## src/rtl/opdec_pkg.sv

```systemverilog
package opdec_pkg;

  localparam int OPC_W     = 8;
  localparam int NUM_LINES = 48;
  localparam int NUM_CTRL  = 46;
  localparam int PLA_IN_W  = 2 * OPC_W + 2;
  localparam int DST_HELP  = 2 * OPC_W;
  localparam int SRC_HELP  = 2 * OPC_W + 1;

  // Strobes from the control side to the register datapath
  typedef struct packed {
    logic clearIr;
    logic loadIr;
  } irStrobe_t;

  // One decode line: which bits matter, their required values and
  // whether a memory code in the destination or source field inhibits it
  typedef struct packed {
    logic [OPC_W-1:0] care;
    logic [OPC_W-1:0] val;
    logic             inhDst;
    logic             inhSrc;
  } linePat_t;

  function automatic linePat_t linePat(input int idx);
    linePat_t p;
    case (idx)
      0:  p = '{8'hC0, 8'h40, 1'b1, 1'b1}; // reg to reg move
      1:  p = '{8'hF8, 8'h70, 1'b0, 1'b1}; // move to memory
      2:  p = '{8'hC7, 8'h46, 1'b1, 1'b0}; // move from memory
      3:  p = '{8'hC7, 8'h06, 1'b1, 1'b0}; // immediate to register
      4:  p = '{8'hFF, 8'h36, 1'b0, 1'b0}; // immediate to memory
      5:  p = '{8'hCF, 8'h01, 1'b0, 1'b0}; // pair immediate
      6:  p = '{8'hEF, 8'h0A, 1'b0, 1'b0}; // accumulator load indirect
      7:  p = '{8'hEF, 8'h02, 1'b0, 1'b0}; // accumulator store indirect
      8:  p = '{8'hFF, 8'h3A, 1'b0, 1'b0}; // accumulator load direct
      9:  p = '{8'hFF, 8'h32, 1'b0, 1'b0}; // accumulator store direct
      10: p = '{8'hFF, 8'h2A, 1'b0, 1'b0}; // pointer load direct
      11: p = '{8'hFF, 8'h22, 1'b0, 1'b0}; // pointer store direct
      12: p = '{8'hFF, 8'hEB, 1'b0, 1'b0}; // pointer swap
      13: p = '{8'hC0, 8'h80, 1'b0, 1'b1}; // alu register operand
      14: p = '{8'hC7, 8'h86, 1'b0, 1'b0}; // alu memory operand
      15: p = '{8'hC7, 8'hC6, 1'b0, 1'b0}; // alu immediate operand
      16: p = '{8'hC6, 8'h04, 1'b1, 1'b0}; // step register
      17: p = '{8'hFE, 8'h34, 1'b0, 1'b0}; // step memory
      18: p = '{8'hCF, 8'h03, 1'b0, 1'b0}; // pair increment
      19: p = '{8'hCF, 8'h0B, 1'b0, 1'b0}; // pair decrement
      20: p = '{8'hCF, 8'h09, 1'b0, 1'b0}; // pair add
      21: p = '{8'hE7, 8'h07, 1'b0, 1'b0}; // accumulator rotate
      22: p = '{8'hE7, 8'h27, 1'b0, 1'b0}; // accumulator and flag misc
      23: p = '{8'hFF, 8'hC3, 1'b0, 1'b0}; // jump
      24: p = '{8'hC7, 8'hC2, 1'b0, 1'b0}; // conditional jump
      25: p = '{8'hFF, 8'hCD, 1'b0, 1'b0}; // call
      26: p = '{8'hC7, 8'hC4, 1'b0, 1'b0}; // conditional call
      27: p = '{8'hFF, 8'hC9, 1'b0, 1'b0}; // return
      28: p = '{8'hC7, 8'hC0, 1'b0, 1'b0}; // conditional return
      29: p = '{8'hC7, 8'hC7, 1'b0, 1'b0}; // restart vector
      30: p = '{8'hFF, 8'hE9, 1'b0, 1'b0}; // jump via pointer
      31: p = '{8'hFF, 8'hF9, 1'b0, 1'b0}; // pointer to stack
      32: p = '{8'hFF, 8'hE3, 1'b0, 1'b0}; // stack top swap
      33: p = '{8'hCF, 8'hC5, 1'b0, 1'b0}; // push pair
      34: p = '{8'hCF, 8'hC1, 1'b0, 1'b0}; // pop pair
      35: p = '{8'hFF, 8'hDB, 1'b0, 1'b0}; // port input
      36: p = '{8'hFF, 8'hD3, 1'b0, 1'b0}; // port output
      37: p = '{8'hFF, 8'h08, 1'b0, 1'b0}; // pair subtract
      38: p = '{8'hFF, 8'h18, 1'b0, 1'b0}; // pair rotate
      39: p = '{8'hFF, 8'h10, 1'b0, 1'b0}; // pointer shift
      40: p = '{8'hEF, 8'h28, 1'b0, 1'b0}; // offset address
      41: p = '{8'hFF, 8'hCB, 1'b0, 1'b0}; // overflow trap
      42: p = '{8'hFF, 8'hD9, 1'b0, 1'b0}; // pointer store indexed
      43: p = '{8'hFF, 8'hED, 1'b0, 1'b0}; // pointer load indexed
      44: p = '{8'hDF, 8'hDD, 1'b0, 1'b0}; // jump on flag K
      45: p = '{8'hEF, 8'h20, 1'b0, 1'b0}; // interrupt mask access
      46: p = '{8'hF7, 8'hF3, 1'b0, 1'b0}; // interrupt disable/enable
      47: p = '{8'hFF, 8'h76, 1'b0, 1'b0}; // halt
      default: p = '{8'h00, 8'h00, 1'b1, 1'b1};
    endcase
    return p;
  endfunction

  // Array input layout: [7:0] true bits, [15:8] complements,
  // [16] destination-memory helper, [17] source-memory helper
  function automatic logic [PLA_IN_W-1:0] pullMask(input linePat_t p);
    logic [PLA_IN_W-1:0] m;
    m = '0;
    for (int b = 0; b < OPC_W; b++) begin
      if (p.care[b]) begin
        if (p.val[b]) m[OPC_W + b] = 1'b1;
        else          m[b]         = 1'b1;
      end
    end
    m[DST_HELP] = p.inhDst;
    m[SRC_HELP] = p.inhSrc;
    return m;
  endfunction

endpackage

```

## src/rtl/op_ir_ctrl.sv

```systemverilog
module opIrCtrl
  import opdec_pkg::*;
#(
  parameter int TSTATE_W = 3,
  parameter int LOAD_T   = 3
) (
  input  logic                rst,
  input  logic                opFetch,
  input  logic [TSTATE_W-1:0] tState,
  input  logic                phase1,
  output irStrobe_t           strb
);

  logic loadPoint;

  assign loadPoint = opFetch && (tState == TSTATE_W'(LOAD_T)) && phase1;

  always_comb begin
    strb.clearIr = rst;
    strb.loadIr  = loadPoint && !rst;
  end

endmodule

```

## src/rtl/op_ir_path.sv

```systemverilog
module opIrPath
  import opdec_pkg::*;
(
  input  logic                clk,
  input  irStrobe_t           strb,
  input  logic [OPC_W-1:0]    dataBus,
  output logic [PLA_IN_W-1:0] plaIn
);

  logic [OPC_W-1:0] irQ;
  logic [OPC_W-1:0] irN;
  logic             dstMem;
  logic             srcMem;

  always_ff @(posedge clk) begin
    if (strb.clearIr)     irQ <= '0;
    else if (strb.loadIr) irQ <= dataBus;
  end

  assign irN = ~irQ;

  // Memory code 110 in a field: NOR of the terms that reject it
  assign dstMem = ~(irN[5] | irN[4] | irQ[3]);
  assign srcMem = ~(irN[2] | irN[1] | irQ[0]);

  assign plaIn = {srcMem, dstMem, irN, irQ};

endmodule

```

## src/rtl/op_dec_pla.sv

```systemverilog
module opDecPla
  import opdec_pkg::*;
#(
  parameter int LINES = NUM_LINES
) (
  input  logic [PLA_IN_W-1:0] plaIn,
  output logic [LINES-1:0]    lines
);

  for (genvar i = 0; i < LINES; i++) begin : gLine
    localparam logic [PLA_IN_W-1:0] PULL = pullMask(linePat(i));
    assign lines[i] = ~|(PULL & plaIn);
  end

endmodule

```

## src/rtl/op_decode.sv

```systemverilog
module opDecode
  import opdec_pkg::*;
(
  input  logic                 clk,
  input  logic                 rst,
  input  logic [OPC_W-1:0]     dataBus,
  input  logic                 opFetch,
  input  logic [2:0]           tState,
  input  logic                 phase1,
  output logic [NUM_LINES-1:0] decodeLines,
  output logic [NUM_CTRL-1:0]  ctrlLines
);

  irStrobe_t           strb;
  logic [PLA_IN_W-1:0] plaIn;

  opIrCtrl #(.TSTATE_W(3), .LOAD_T(3)) uCtrl (
    .rst     (rst),
    .opFetch (opFetch),
    .tState  (tState),
    .phase1  (phase1),
    .strb    (strb)
  );

  opIrPath uPath (
    .clk     (clk),
    .strb    (strb),
    .dataBus (dataBus),
    .plaIn   (plaIn)
  );

  opDecPla #(.LINES(NUM_LINES)) uPla (
    .plaIn (plaIn),
    .lines (decodeLines)
  );

  // Lines 46 and 47 stay with the sequencer only
  assign ctrlLines = decodeLines[NUM_CTRL-1:0];

endmodule


```

## config.mk

```make
export PLATFORM = sky130hd
export DESIGN_NAME = opDecode
export DESIGN_NICKNAME = d
export VERILOG_FILES = /design/src/rtl/opdec_pkg.sv /design/src/rtl/op_ir_ctrl.sv /design/src/rtl/op_ir_path.sv /design/src/rtl/op_dec_pla.sv /design/src/rtl/op_decode.sv
export SDC_FILE = /design/constraint.sdc
export NUM_CORES = 1
export LEC_CHECK = 0
export BUFFER_PORTS_ARGS = -buffer_cell sky130_fd_sc_hd__buf_2
export CAP_MARGIN = 10
export CORE_ASPECT_RATIO = 1.4
export CORE_MARGIN = 4
export CORE_UTILIZATION = 41
export DETAILED_ROUTE_END_ITERATION = 6
export GPL_TIMING_DRIVEN = 1
export PLACE_DENSITY = 0.86
export SLEW_MARGIN = 20
export SYNTH_ARGS = -nofsm -noshare
export SYNTH_HDL_FRONTEND = slang
export SYNTH_SLANG_ARGS = --single-unit
```

## constraint.sdc

```tcl
create_clock -name clk -period 3.7 [get_ports clk]
set_clock_uncertainty 0.1 [all_clocks]
set_input_delay 0.74 -clock clk [delete_from_list [all_inputs] [get_ports clk]]
set_output_delay 0.74 -clock clk [all_outputs]
set_load 0.005 [all_outputs]
```

==> flow_summary.yaml <==
outcome:
  status: "finished clean"
synthesis:
  post-synth-top-count-cell: "buf_4"
  synthesis.nets: 193
  seq_area_frac_synth_pct: 13.3
  syn_inst: 178
  synth-seq-cells: 8
  synth_top_area_share_pct: 28.6
  postSynthAreaPerCell_um2: 6.78
  synth_edf_count: 0
  synthTopCellsByArea: "buf_4 29%, dfxtp_1 13%, nor2_1 6.5%, nand2_1 6.2%, o211ai_1 5.0%"
  synth_top_area_cell: "buf_4"
  synth-main-ff-cell: "dfxtp_1"
  async_flop_share_pct: 0
  ys_warn_count: 0
  syn_area_um2: 1210
  ys_top_cells_by_count: "46 x buf_4, 21 x nor2_1, 20 x nand2_1"
  ys_types: 33
worst_setup_path:
  crit_path_end_kind: "output pin"
  path_max_fanout: 16
  critPathRequiredTime_ns: 2.86
  cp-start-kind: "register"
  critical_path_arrival_ns: 2.01
  crit_type: "register to output pin"
sta:
  rsz0062_at_grt: "false"
  max_freq_mhz: 351
  worst_hold_slack_ns: 0.561
  tns_ns: 0
  period_minus_slack_ns: 2.85
  finalSetupViolCount: 0
  tightest_slew_ns: 0.726
  slew_headroom_pct: 50.9
  timing.final.hold_violations: 0
  fin_crit_sh_pct: 76.9
  slew_violations: 0
clock_network:
  cts_setup_buffers: 0
  path_clk_slew_ns: 0.04
  cts_hold_buf: 0
  root_buffer: "clkbuf_8"
  cts_htree_levels: 1
  clock_sinks: 8
  tritoncts: "yes"
  cts.repair.resized: 0
  cts.path.max_buffers: 2
  clkLatencyLatePin_ns: 0.23
  cts_buffers: 3
placed_design:
  gp_congestion: 0.791
  dp_hpwl_mm: 3.01
  numPortBuffers: 108
die:
  fp.dieArea_um2: 3890
  die_w_um: 53.8
  initial_core_util_pct: 42.3
  core_um2: 2850
  pin_count: 109
  rows: 23
  die_height_um: 72.2
global_routing:
  antenna_found_initial: 0
  globalRouteOverflowTotal: 0
  grt_pass1_wl_mm: 5.46
  grt_util_met1_pct: 21.6
  grt_use_met2_pct: 31.7
  grt_max_degree: 19
  grt_pass1_vias: 1233
  grt.busiest_layer: "met2"
  grt_use_total_pct: 18.6
  met3_usage_pct: 2.87
job:
  drv_cap: 0
cells_and_area:
  fin_util_pct: 50.8
  multi_input_area_um2: 652
  largest-register: "uPath.irQ"
  fillers: 317
  drive_above_1_share_pct: 52.8
  diodes: 0
  regArea_um2: 160
  largest_reg_flops: 8
  biggestRegsByFlops: "uPath.irQ: 8 flops"
  final_nets: 248
  area_growth_pct: 20.0
min_path:
  hold_path.class: "register to register"
route:
  drt_iter0_markers: 41
  wire_per_inst_um: 14.0
  avgViaCountPerCell: 5.07
  first_pass_iters: 4
  post-route-drc-count: 0
  vias: 1358
  ant_nets: 0
  finalWirelength_mm: 3.75
pwr:
  leakage_uw: 0.000880
  peakVddDrop_mv: 0.138
  cellPowerDensity_nw_per_um2: 156
placed cells by master, fill, tap and decap left out, types with 2 or more instances in the layout:
| master | synthesis | routed |
|---|---|---|
| buf_2 | 1 | 108 |
| nor2_1 | 21 | 21 |
| nand2_1 | 20 | 20 |
| nor3_1 | 10 | 10 |
| nand3_1 | 9 | 9 |
| o211ai_1 | 8 | 8 |
| dfxtp_1 | 8 | 8 |
| nand2b_1 | 4 | 4 |
| nor4_1 | 4 | 4 |
| nand3b_1 | 3 | 3 |
| nor2_2 | 3 | 3 |
| and4_1 | 3 | 3 |
| and3_1 | 3 | 3 |
| clkbuf_8 | 0 | 3 |
| or3_1 | 2 | 2 |
| and3b_1 | 2 | 2 |
| inv_1 | 2 | 2 |
| or3_4 | 2 | 2 |
| nor4b_1 | 2 | 2 |
| nor4b_2 | 2 | 2 |
| nor3b_1 | 2 | 2 |
worst max-delay path, cell delays in order (launching register included):
cell and delay [ns]:
dfxtp_1 0.66, nand2_1 0.19, nor4b_1 0.53, and4_1 0.28
buf_2 0.12
layer usage:
layer  routed length (um)  share of wire, %
met4                   53               1.4
met5                    0                 0
met1                 1380                37
met3                  339               9.0
met2                 1970                53
logic make-up (layout without fill, tap and decap cells):
kind of cell | count (synthesis) | in the layout | share of synthesized area (%)
buf+inv | 60 | 113 | 33.2
compound gates | 8 | 8 | 4.98
simple gates | 102 | 102 | 48.5
flops | 8 | 8 | 13.3
stage by stage:
step	instances	setup slack, ns	total power (uW)	instance area (um2)
floorplan	178	1.35	109	1210
global placement	265	1.20	118	1400
detailed placement	265	1.13	119	1400
CTS	268	0.866	228	1440
global route	268	0.636	234	1450
finish	268	0.855	226	1450
power by group:
| group | internal, uW | leakage (uW) | total (uW) | switching (uW) |
|---|---|---|---|---|
| logic | 12.9 | 0.000794 | 26.6 | 13.7 |
| clock network | 70.7 | 0.0000216 | 108 | 37.1 |
| registers | 87.7 | 0.0000646 | 91.8 | 4.12 |
| total | 171 | 0.000880 | 226 | 55.0 |
final timing paths:
kind	start	to	slack (ns)	cells after the start
setup / recovery	uPath.irQ[0]	decodeLines[30]	0.85	4
hold / removal	uPath.irQ[7]	uPath.irQ[7]	0.56	2
setup reg to reg	uPath.irQ[5]	uPath.irQ[5]	2.58	2
hold reg to reg	uPath.irQ[7]	uPath.irQ[7]	0.56	2
cell type report:
cell class	count	area share, %
multi-input combinational	110	45.0
timing repair buffer	108	37.3
sequential	8	11.1
tap	37	3.20
clock buffer	3	2.85
inverter	2	0.519
No activity file was read; power rests on OpenSTA's default activity.
